### config.mk
export PLATFORM = sky130hd
export DESIGN_NAME = dram_loc_mapper
export DESIGN_NICKNAME = d
export VERILOG_FILES = /design/src/rtl/dmap_pkg.sv /design/src/rtl/dmap_gather.sv /design/src/rtl/dmap_bank_hash.sv /design/src/rtl/dram_loc_mapper.sv
export SDC_FILE = /design/constraint.sdc
export NUM_CORES = 1
export LEC_CHECK = 0
export ABC_CLOCK_PERIOD_IN_PS = 800
export BUFFER_PORTS_ARGS = -buffer_cell sky130_fd_sc_hd__buf_2
export CORE_MARGIN = 3
export CORE_UTILIZATION = 43
export DETAILED_ROUTE_END_ITERATION = 6
export GPL_TIMING_DRIVEN = 0
export PLACE_DENSITY_LB_ADDON = 0.08
export SKIP_CTS_REPAIR_TIMING = 1
export SLEW_MARGIN = 30
export SYNTH_ARGS = -nofsm -noshare
export SYNTH_HDL_FRONTEND = slang
export SYNTH_SLANG_ARGS = --single-unit
### constraint.sdc
create_clock -name clk -period 0.8 [get_ports clk]
set_input_delay 0.08 -clock clk [delete_from_list [all_inputs] [get_ports clk]]
set_output_delay 0.08 -clock clk [all_outputs]
set_load 0.03 [all_outputs]
### src/rtl/dmap_pkg.sv
package dmap_pkg;
    localparam int ADDR_W   = 34;
    localparam int ROW_MAX  = 17;
    localparam int COL_MAX  = 10;
    localparam int AP_BIT   = 10;
    localparam int COL_W    = AP_BIT + 1;
    localparam int POS_W    = 6;
    localparam int ROW_CW   = $clog2(ROW_MAX + 1);
    localparam int COL_CW   = $clog2(COL_MAX + 1);

    // Position lists, entry 0 in the least significant slot.
    localparam logic [ROW_MAX*POS_W-1:0] ROW_CLOSE_POS = {
        6'd33, 6'd32, 6'd31, 6'd30, 6'd29, 6'd13, 6'd12, 6'd11, 6'd10,
        6'd28, 6'd22, 6'd21, 6'd20, 6'd18, 6'd17, 6'd16, 6'd15};
    localparam logic [ROW_MAX*POS_W-1:0] ROW_OPEN_POS = {
        6'd33, 6'd32, 6'd31, 6'd30, 6'd29, 6'd27, 6'd26, 6'd25, 6'd24,
        6'd23, 6'd22, 6'd21, 6'd28, 6'd20, 6'd16, 6'd15, 6'd14};
    localparam logic [COL_MAX*POS_W-1:0] COL_CLOSE_POS = {
        6'd27, 6'd26, 6'd25, 6'd24, 6'd23, 6'd19, 6'd14, 6'd5, 6'd4, 6'd3};
    localparam logic [COL_MAX*POS_W-1:0] COL_OPEN_POS = {
        6'd12, 6'd11, 6'd10, 6'd9, 6'd8, 6'd7, 6'd6, 6'd5, 6'd4, 6'd3};
    localparam logic [COL_MAX*POS_W-1:0] COL_FINE_POS = {
        6'd13, 6'd12, 6'd11, 6'd10, 6'd9, 6'd8, 6'd7, 6'd5, 6'd4, 6'd3};

    typedef enum logic [1:0] {
        COL_SEL_CLOSE = 2'd0,
        COL_SEL_OPEN  = 2'd1,
        COL_SEL_FINE  = 2'd2
    } col_sel_e;
endpackage

### src/rtl/dmap_gather.sv
module dmap_gather #(
    parameter int ADDR_W = 34,
    parameter int N      = 17,
    parameter int CNT_W  = 5,
    parameter int POS_W  = 6,
    parameter logic [N*POS_W-1:0] POS = '0
) (
    input  logic [ADDR_W-1:0] addr,
    input  logic [CNT_W-1:0]  count,
    output logic [N-1:0]      field
);
    localparam logic [CNT_W-1:0] N_CNT = CNT_W'(N);

    logic [CNT_W-1:0] eff_cnt;
    assign eff_cnt = (count > N_CNT) ? N_CNT : count;

    for (genvar i = 0; i < N; i++) begin : g_bit
        localparam int SRC = int'(POS[i*POS_W +: POS_W]);
        assign field[i] = (CNT_W'(i) < eff_cnt) ? addr[SRC] : 1'b0;
    end
endmodule

### src/rtl/dmap_bank_hash.sv
module dmap_bank_hash #(
    parameter int ADDR_W = 34,
    parameter int B0 = 0,
    parameter int B1 = 1,
    parameter int X0 = 2,
    parameter int X1 = 3
) (
    input  logic [ADDR_W-1:0] addr,
    input  logic              xor_en,
    output logic [1:0]        bits
);
    logic [1:0] base_pair;
    logic [1:0] hash_pair;
    assign base_pair = {addr[B1], addr[B0]};
    assign hash_pair = xor_en ? {addr[X1], addr[X0]} : 2'b00;
    assign bits = base_pair ^ hash_pair;
endmodule

### src/rtl/dram_loc_mapper.sv
module dram_loc_mapper
    import dmap_pkg::*;
(
    input  logic                clk,
    input  logic                rst_n,
    input  logic                in_valid,
    input  logic [ADDR_W-1:0]   rank_addr,
    input  logic                close_page,
    input  logic                fine_bank,
    input  logic                bank_xor_en,
    input  logic [ROW_CW-1:0]   row_bits,
    input  logic [COL_CW-1:0]   col_bits,
    output logic                out_valid,
    output logic [ROW_MAX-1:0]  row,
    output logic [COL_W-1:0]    col,
    output logic [1:0]          bank_addr,
    output logic [1:0]          bank_grp
);
    logic [ROW_MAX-1:0] row_close, row_open;
    logic [COL_MAX-1:0] col_close, col_open, col_fine;
    logic [1:0] ba_close, bg_close, ba_open, bg_open_norm, bg_open_fine;

    logic [ROW_MAX-1:0] row_nxt;
    logic [COL_W-1:0]   col_nxt;
    logic [1:0]         ba_nxt, bg_nxt;
    col_sel_e           col_sel;

    dmap_gather #(.ADDR_W(ADDR_W), .N(ROW_MAX), .CNT_W(ROW_CW), .POS_W(POS_W),
                  .POS(ROW_CLOSE_POS)) u_row_close (
        .addr(rank_addr), .count(row_bits), .field(row_close));
    dmap_gather #(.ADDR_W(ADDR_W), .N(ROW_MAX), .CNT_W(ROW_CW), .POS_W(POS_W),
                  .POS(ROW_OPEN_POS)) u_row_open (
        .addr(rank_addr), .count(row_bits), .field(row_open));
    dmap_gather #(.ADDR_W(ADDR_W), .N(COL_MAX), .CNT_W(COL_CW), .POS_W(POS_W),
                  .POS(COL_CLOSE_POS)) u_col_close (
        .addr(rank_addr), .count(col_bits), .field(col_close));
    dmap_gather #(.ADDR_W(ADDR_W), .N(COL_MAX), .CNT_W(COL_CW), .POS_W(POS_W),
                  .POS(COL_OPEN_POS)) u_col_open (
        .addr(rank_addr), .count(col_bits), .field(col_open));
    dmap_gather #(.ADDR_W(ADDR_W), .N(COL_MAX), .CNT_W(COL_CW), .POS_W(POS_W),
                  .POS(COL_FINE_POS)) u_col_fine (
        .addr(rank_addr), .count(col_bits), .field(col_fine));

    dmap_bank_hash #(.ADDR_W(ADDR_W), .B0(8),  .B1(9),  .X0(22), .X1(28)) u_ba_close (
        .addr(rank_addr), .xor_en(bank_xor_en), .bits(ba_close));
    dmap_bank_hash #(.ADDR_W(ADDR_W), .B0(6),  .B1(7),  .X0(20), .X1(21)) u_bg_close (
        .addr(rank_addr), .xor_en(bank_xor_en), .bits(bg_close));
    dmap_bank_hash #(.ADDR_W(ADDR_W), .B0(18), .B1(19), .X0(22), .X1(23)) u_ba_open (
        .addr(rank_addr), .xor_en(bank_xor_en), .bits(ba_open));
    dmap_bank_hash #(.ADDR_W(ADDR_W), .B0(13), .B1(17), .X0(20), .X1(21)) u_bg_open_n (
        .addr(rank_addr), .xor_en(bank_xor_en), .bits(bg_open_norm));
    dmap_bank_hash #(.ADDR_W(ADDR_W), .B0(6),  .B1(17), .X0(20), .X1(21)) u_bg_open_f (
        .addr(rank_addr), .xor_en(bank_xor_en), .bits(bg_open_fine));

    always_comb begin
        if (close_page)     col_sel = COL_SEL_CLOSE;
        else if (fine_bank) col_sel = COL_SEL_FINE;
        else                col_sel = COL_SEL_OPEN;
    end

    always_comb begin
        col_nxt = '0;
        unique case (col_sel)
            COL_SEL_CLOSE: begin
                col_nxt[COL_MAX-1:0] = col_close;
                col_nxt[AP_BIT]      = 1'b1;
                bg_nxt               = bg_close;
            end
            COL_SEL_FINE: begin
                col_nxt[COL_MAX-1:0] = col_fine;
                bg_nxt               = bg_open_fine;
            end
            default: begin
                col_nxt[COL_MAX-1:0] = col_open;
                bg_nxt               = bg_open_norm;
            end
        endcase
        row_nxt = close_page ? row_close : row_open;
        ba_nxt  = close_page ? ba_close  : ba_open;
    end

    always_ff @(posedge clk or negedge rst_n) begin
        if (!rst_n) begin
            out_valid <= 1'b0;
            row       <= '0;
            col       <= '0;
            bank_addr <= '0;
            bank_grp  <= '0;
        end else begin
            out_valid <= in_valid;
            if (in_valid) begin
                row       <= row_nxt;
                col       <= col_nxt;
                bank_addr <= ba_nxt;
                bank_grp  <= bg_nxt;
            end
        end
    end
endmodule

# [Word level (Yosys, flattened, before mapping)]
# Cells that the tools add are included.
[totals] reg_bits=33 latch_bits=0 ramBits=0 rom_bits=0 in_bits=49 elab_cells=104 n_memories=0
[classes] addsub=0 n_mul=0 div_mod_pow=0 order_cmp=29 n_eq_ne=1 n_shift=0 n_mux=63 n_bitwise=5 reduce_logical=1
[op_table] op="1-bit 2-to-1 mux" n=52
[op_table] op="4-bit by 5-bit less-than comparator with 1-bit output (first input constant)" n=8
[op_table] op="3-bit by 5-bit less-than comparator with 1-bit output (first input constant)" n=4
[op_table] op="10-bit one-hot mux with 2 select lines" n=1
[op_table] op="3-bit by 4-bit less-than comparator with 1-bit output (first input constant)" n=4
[op_table] op="12-bit 2-to-1 mux" n=1
[op_table] op="2-bit 2-to-1 mux" n=6
[op_table] op="1-bit by 5-bit less-than comparator with 1-bit output (first input constant)" n=2
[op_table] op="2-bit by 5-bit less-than comparator with 1-bit output (first input constant)" n=2
[op_table] op="2-bit XOR" n=5
[op_table] op="1-bit by 4-bit less-than comparator with 1-bit output (first input constant)" n=2
[op_table] op="2-bit by 4-bit less-than comparator with 1-bit output (first input constant)" n=2
[op_table] op="4-bit less-than comparator (first input constant)" n=2
[op_table] op="5-bit greater-than comparator (second input constant)" n=1
[op_table] op="5-bit less-than comparator (first input constant)" n=1
[op_table] op="5-bit 2-to-1 mux" n=1
[op_table] op="4-bit greater-than comparator (second input constant)" n=1
[op_table] op="4-bit 2-to-1 mux" n=1
[op_table] op="2-bit one-hot mux with 2 select lines" n=1
[op_table] op="2-bit == test (second input constant)" n=1
[op_table] op="2-bit logical NOT" n=1

# [Longest topological paths before layout]
# Gate-level depths: netlist of run 1.
[depth] ltp_word=5 mapped_depth=5 ltp_nobuf=3

# [By module]
# A second synthesis of run 1 with hierarchy kept.
[hier_totals] cells_unflattened=306 hier_area_um2=2660.1
[modules_own_cells] mod="dram_loc_mapper" instances=1 cells_each=153 area_per_inst_um2=1720.4 seq_area_each_um2=825.8
[modules_own_cells] mod="dmap_gather at u_row_close ..." instances=2 cells_each=38 area_per_inst_um2=240.2 seq_area_each_um2=0.0
[modules_own_cells] mod="dmap_gather at u_col_close ..." instances=3 cells_each=19 area_per_inst_um2=111.4 seq_area_each_um2=0.0
[modules_own_cells] mod="dmap_bank_hash" instances=5 cells_each=4 area_per_inst_um2=25.0 seq_area_each_um2=0.0

# [Worst setup path before layout of run 1]
# No wires, ideal clock.
[synth_path] kind="input-to-reg" startpoint="input row_bits[1]" endpoint="register row[0]" setup_ns=0.132 arrival_ns=0.841 required_ns=0.668 setup_slack_ns=-0.173 stages=4 n_path_buf=1 path_cell_list="buf_6 > or3_4 > o311ai_2 > o21ai_1"
[synth_between] elab_chain_cells=5
[synth_lines] item="start, declared" line_no="dram_loc_mapper.sv:11" text="input logic [ROW_CW-1:0] row_bits,"
[synth_lines] item="5-bit greater-than comparator" line_no="dmap_gather.sv:15" text="assign eff_cnt = (count > N_CNT) ? N_CNT : count;"
[synth_lines] item="5-bit 2-to-1 mux *" line_no="dmap_gather.sv:15"
[synth_lines] item="1-bit by 5-bit less-than comparator with 1-bit output *" line_no="dmap_gather.sv:19" text="assign field[i] = (CNT_W'(i) < eff_cnt) ? addr[SRC] : 1'b0;"
[synth_lines] item="1-bit 2-to-1 mux" line_no="dmap_gather.sv:19"
[synth_lines] item="12-bit 2-to-1 mux *" line_no="dram_loc_mapper.sv:78" text="row_nxt = close_page ? row_close : row_open;"
[synth_lines] item="end signal, assigned" line_no="dram_loc_mapper.sv:92" text="row <= row_nxt;"
[synth_lines] item="end, declared" line_no="dram_loc_mapper.sv:14" text="output logic [ROW_MAX-1:0] row,"
# Mark *: on every way between the ends. The rest lies on a longest branch, timed or not.
# A chain may end at the register's enable or synchronous reset.

# [Final worst setup path of run 1]
[layout_path] startpoint="register col[6]" endpoint="output col[6]"
[layout_rtl] item="start, declared" line_no="dram_loc_mapper.sv:15" text="output logic [COL_W-1:0] col,"
[layout_rtl] item="start signal, assigned" line_no="dram_loc_mapper.sv:93" text="col <= col_nxt;"
# No word-level cell between the ends.

==> flow_metrics.py, run 1 <==
metrics = {
    "outcome": {
        "outcome": "finished, violations left",
        "violations": "negative hold slack, negative setup slack",
    },
    "detailed_routing": {
        "wirelength_um": 5250,
        "drtAntennaViolNets": 0,
        "post_drt_wl_per_cell_um": 16.0,
        "vias": 1774,
        "drt_iter0_markers": 111,
        "via_per_inst": 5.39,
        "drc": 0,
        "drtPass1Iterations": 4,
    },
    "finish": {
        "layout-drive-gt1-share_pct": 44.8,
        "layout.nets": 327,
        "area_growth_pct": 47.6,
        "final_area_um2": 2750,
        "multi_input_area_um2": 942,
        "regArea_um2": 835,
        "n_antenna_cell": 0,
        "mostFrequentLayoutCells": "buf_2, buf_6, dfrtp_1",
        "mostFrequentLayoutCell": "buf_2",
        "fillers": 349,
    },
    "pwr": {
        "switching_share_pct": 32.1,
        "p_leak_uw": 0.00135,
        "p_total_uw": 4970,
        "ir_worst_vdd_v": 0.00120,
        "power_switching_uw": 1600,
        "power_per_cell_area_nw_per_um2": 1810,
        "internal_power_uw": 3370,
        "pwr-share-comb_pct": 32.0,
        "seqPwrFrac_pct": 39.8,
        "clockPowerShare_pct": 28.2,
    },
    "logic_synthesis": {
        "synth_edf_count": 0,
        "synth_top_area_share_pct": 44.4,
        "ys_top_cells_by_area": "dfrtp_1, mux2i_1, o2bb2ai_1, nand2_1, o21ai_1",
        "synth_warnings": 0,
        "synthDistinctLibCells": 39,
        "syn-instance-count": 187,
        "async_flop_share_pct": 100,
        "synth_flop_cell": "dfrtp_1",
        "ys_ff_latch": 33,
        "synth_area_leader_cell": "dfrtp_1",
        "syn_area_um2": 1860,
        "synth_seq_area_share_pct": 44.4,
        "avgSynthCellArea_um2": 9.96,
        "synth_nets": 236,
    },
    "placed_design": {
        "place_area_um2": 2360,
        "hpwl_um": 3860,
        "routabilityCongestion": 0.782,
        "io_buffers": 75,
        "dp_slack_ns": -0.357,
    },
    "worst_setup_path": {
        "critPathArrivalTime_ns": 0.84,
        "slowest_stage": "dfrtp_2",
        "startpoint_type": "register",
        "crit_fanout": 2,
        "ff2ff_setup_slack_ns": -0.01,
        "worst-path-buf-inv": 1,
        "worstPathCellList": "buf_6",
        "critPathMaxStageDelay_ns": 0.41,
        "r2r_start": "bank_grp[0]",
        "critPathKind": "reg2out",
        "cp-end-kind": "output pin",
        "worst_ep_required_time_ns": 0.72,
        "path_delay_family": "flip-flops",
        "worstRegToRegCells": 3,
        "worstReg2RegEnd": "bank_grp[0]",
    },
    "sta": {
        "setup_tns_ns": -3.44,
        "grt_setup_unrepaired": "yes",
        "setup_ws_ns": -0.120,
        "setup_viol": 34,
        "hold_slack_ns": -0.151,
        "finalCritPeriodShare_pct": 115,
        "min_period_ns": 0.920,
        "tightest_slew_ns": 0.732,
        "drv_slew": 0,
        "max_clock_freq_mhz": 1090,
        "relSlewSlack_pct": 51.2,
        "hold_viol": 33,
        "skew_ns": 0,
    },
    "global_route": {
        "track_usage_pct": 20.5,
        "overflow": 0,
        "grt_pass1_wl_um": 8130,
        "grt_pass1_vias": 1635,
        "grt_max_degree": 34,
        "antenna_found_initial": 0,
    },
    "floorplan": {
        "die_x_um": 71.8,
        "die_y_um": 71.8,
        "io_pins": 82,
        "dieArea_um2": 5160,
        "rows": 23,
        "initial_utilization_pct": 45.6,
        "coreArea_um2": 4090,
    },
    "cts": {
        "clkTransAtPathRegs_ns": 0.07,
        "cts_buffers": 5,
        "cts.htree.levels": 2,
        "cts_tree": "done",
        "clk_latency_ns": 0.28,
        "clockBufferDepth": 2,
        "root_buffer": "clkbuf_8",
        "clock_sinks": 33,
    },
    "flow_run": {
        "cap_violations": 0,
    },
    "hold_path": {
        "min_path_type": "in2async",
    },
}
==> layout make-up <==
| cell class | count | share of cell area [%] |
|---|---|---|
| Tap cell | 50 | 2.28 |
| Timing Repair Buffer | 85 | 24.2 |
| Sequential cell | 33 | 30.4 |
| Inverter | 8 | 1.09 |
| Multi-Input combinational cell | 131 | 34.3 |
| Buffer | 14 | 4.05 |
| Clock inverter | 1 | 0.182 |
| Clock buffer | 7 | 3.51 |
==> registers in the layout (all words and copies together) (netlist names) <==
name       count
bank_addr      2
bank_grp       2
col           11
row           17
out_valid      1
==> per-stage QoR <==
stage	util (%)	std cells
global placement	57.7	312
global route	67.2	329
detailed placement	57.7	312
floorplan	-	187
finish	67.2	329
CTS	60.2	320
==> synth_stat cells (3+ instances only) <==
cell,instances
a211oi_1,4
a21o_1,6
a21oi_1,8
a22o_1,4
a31oi_1,3
buf_2,6
clkbuf_1,5
dfrtp_1,33
inv_1,6
mux2_1,5
mux2_2,4
mux2i_1,15
nand2_1,21
nand3_1,4
nor2_1,5
nor3_1,5
o21ai_1,13
o2bb2ai_1,10
==> per-layer routing <==
metal / vias up / routed length, um / GRT usage [%]
met5: - / 0 / 0
met4: 0 / 85 / 6.47
met3: 8 / 369 / 5.33
met2: 58 / 2400 / 31.0
met1: 839 / 2400 / 28.6
li1: 869 / - / -
==> power by group through the flow <==
stage          clock, uW  combinational [uW]  sequential, uW
2_1_floorplan          0                 485            2320
3_3_place_gp           0                1310            1970
3_5_place_dp           0                1310            1970
4_1_cts             1430                1320            1940
5_1_grt             1510                1710            2000
6_report            1400                1590            1980
==> worst max path at each step <==
stage | to | slack, ns | cells after the start | start
2_1_floorplan | row[0] | -0.13 | 4 | row_bits[1]
3_3_place_gp | bank_grp[0] | -0.36 | 6 | in_valid
3_5_place_dp | bank_grp[0] | -0.36 | 6 | in_valid
4_1_cts | col[5] | -0.15 | 1 | col[5]
5_1_grt | row[12] | -0.15 | 1 | row[12]
6_report | col[6] | -0.12 | 1 | col[6]
==> cells by family after synthesis <==
group	count (synthesis)	synth area share, %
buffers and inverters	23	6.25
muxes	24	13.5
and+or+nand+nor	43	11.0
xor gates and xnor gates	2	0.941
AOI/OAI and AO/OA	62	23.9
DFF	33	44.4
(Power assumes the default switching activity.)
==> run 2, diff against run 1 <==
--- a/config.mk
+++ b/config.mk
@@ -8,7 +8,8 @@
 export ABC_CLOCK_PERIOD_IN_PS = 800
 export BUFFER_PORTS_ARGS = -buffer_cell sky130_fd_sc_hd__buf_2
 export CORE_MARGIN = 3
-export CORE_UTILIZATION = 43
+export CORE_UTILIZATION = 44
+export CTS_BUF_LIST = sky130_fd_sc_hd__clkbuf_8
 export DETAILED_ROUTE_END_ITERATION = 6
 export GPL_TIMING_DRIVEN = 0
 export PLACE_DENSITY_LB_ADDON = 0.08
==> flow_metrics.py, run 2 (same netlist as run 1, synthesis figures left out) <==
metrics = {
    "hold_path": {
        "min_path_type": "in2async",
    },
    "floorplan": {
        "dieArea_um2": 5050,
        "initial_utilization_pct": 46.2,
        "rows": 23,
        "die_x_um": 71.1,
        "io_pins": 82,
        "die_y_um": 71.1,
        "coreArea_um2": 4030,
    },
    "cts": {
        "clk_latency_ns": 0.28,
        "cts_tree": "done",
        "cts_buffers": 5,
        "cts.htree.levels": 2,
        "clockBufferDepth": 2,
        "clock_sinks": 33,
        "clkTransAtPathRegs_ns": 0.07,
        "root_buffer": "clkbuf_8",
    },
    "detailed_routing": {
        "drt_iter0_markers": 119,
        "post_drt_wl_per_cell_um": 16.0,
        "drtPass1Iterations": 7,
        "vias": 1800,
        "via_per_inst": 5.37,
        "drtAntennaViolNets": 0,
        "drc": 1,
        "wirelength_um": 5350,
    },
    "worst_setup_path": {
        "slowest_stage": "dfrtp_2",
        "worstPathCellList": "buf_6",
        "path_delay_family": "flip-flops",
        "worst-path-buf-inv": 1,
        "critPathArrivalTime_ns": 0.85,
        "worst_ep_required_time_ns": 0.72,
        "endpoint": "col[9]",
        "crit_fanout": 2,
        "worstRegToRegCells": 2,
        "ff2ff_setup_slack_ns": -0.04,
        "critPathMaxStageDelay_ns": 0.43,
        "cp.depth": 1,
        "worstReg2RegEnd": "col[5]",
        "cp-end-kind": "output pin",
        "r2r_start": "col[5]",
        "critPathKind": "reg2out",
        "crit_start": "col[9]",
        "startpoint_type": "register",
    },
    "sta": {
        "drv_slew": 0,
        "grt_setup_unrepaired": "yes",
        "skew_ns": 0,
        "finalCritPeriodShare_pct": 117,
        "tightest_slew_ns": 0.751,
        "setup_viol": 34,
        "hold_slack_ns": -0.145,
        "setup_ws_ns": -0.132,
        "hold_viol": 33,
        "relSlewSlack_pct": 49.9,
        "min_period_ns": 0.932,
        "max_clock_freq_mhz": 1070,
    },
    "finish": {
        "fin_util_pct": 69.5,
        "layout-drive-gt1-share_pct": 46.3,
        "n_antenna_cell": 0,
        "largestRegisters": "row x17, col x11",
        "area_growth_pct": 50.5,
        "largest_reg_flops": 17,
        "stdcell_count": 335,
        "mostFrequentLayoutCell": "buf_2",
        "regMostFlops": "row",
        "final_area_um2": 2800,
        "mostFrequentLayoutCells": "buf_2, buf_6, dfrtp_1",
        "layout.nets": 333,
    },
    "pwr": {
        "ir_worst_vdd_v": 0.000986,
        "power_per_cell_area_nw_per_um2": 1730,
        "p_leak_uw": 0.00138,
    },
    "placed_design": {
        "routabilityCongestion": 0.787,
        "placed_cells": 312,
        "place_area_um2": 2360,
        "hpwl_um": 3860,
        "io_buffers": 75,
    },
    "global_route": {
        "track_usage_pct": 20.6,
        "grt_pass1_vias": 1663,
        "grt_pass1_wl_um": 8200,
        "grt_max_degree": 34,
        "antenna_found_initial": 0,
        "overflow": 0,
    },
    "flow_run": {
        "cap_violations": 0,
    },
    "outcome": {
        "outcome": "finished, violations left",
        "violations": "design-rule violations, negative hold slack, negative setup slack",
    },
}
[run 2: cell type report]
class                   instances  area (um2)
fillers                       334        1230
multi-input cells             131         951
flip-flops and latches         33         835
repair buffers                 91         729
plain buffers                  14         111
clock buffers                   5        68.8
well taps                      50        62.6
inverters                       8        30.0
clock inverters                 3        13.8
[run 2: through the flow]
stage | power [uW] | hold WS (ns) | setup slack, ns | TNS [ns]
6_report | 4840 | -0.145 | -0.132 | -3.42
5_1_grt | 5090 | -0.0949 | -0.162 | -4.46
4_1_cts | 4500 | -0.109 | -0.158 | -4.72
3_5_place_dp | 3290 | 0.200 | -0.363 | -8.37
3_3_place_gp | 3270 | 0.197 | -0.366 | -8.18
2_1_floorplan | 2810 | -0.216 | -0.134 | -0.562
[run 2: worst min path at each step]
stage / endpoint / slack [ns] / depth (start not counted)
after floorplan: bank_addr[0] / -0.22 / 0
after detailed placement: col[2] / 0.20 / 1
after global placement: col[0] / 0.20 / 1
after CTS: col[2] / -0.11 / 1
after global routing: col[2] / -0.09 / 1
final: col[2] / -0.14 / 1
[run 2: where the power goes]
group	internal (uW)	leakage [uW]	switching [uW]	total (uW)
Combinational	784	0.000926	866	1650
Sequential	1850	0.000405	128	1980
Clock	590	0.0000491	626	1220
[run 2: metal layers]
metal	global-route usage, %	wire length, um	up-vias
li1	-	-	881
met2	31.2	2570	67
met5	0	0	-
met3	5.54	338	2
met4	5.64	22	0
met1	29.1	2420	850
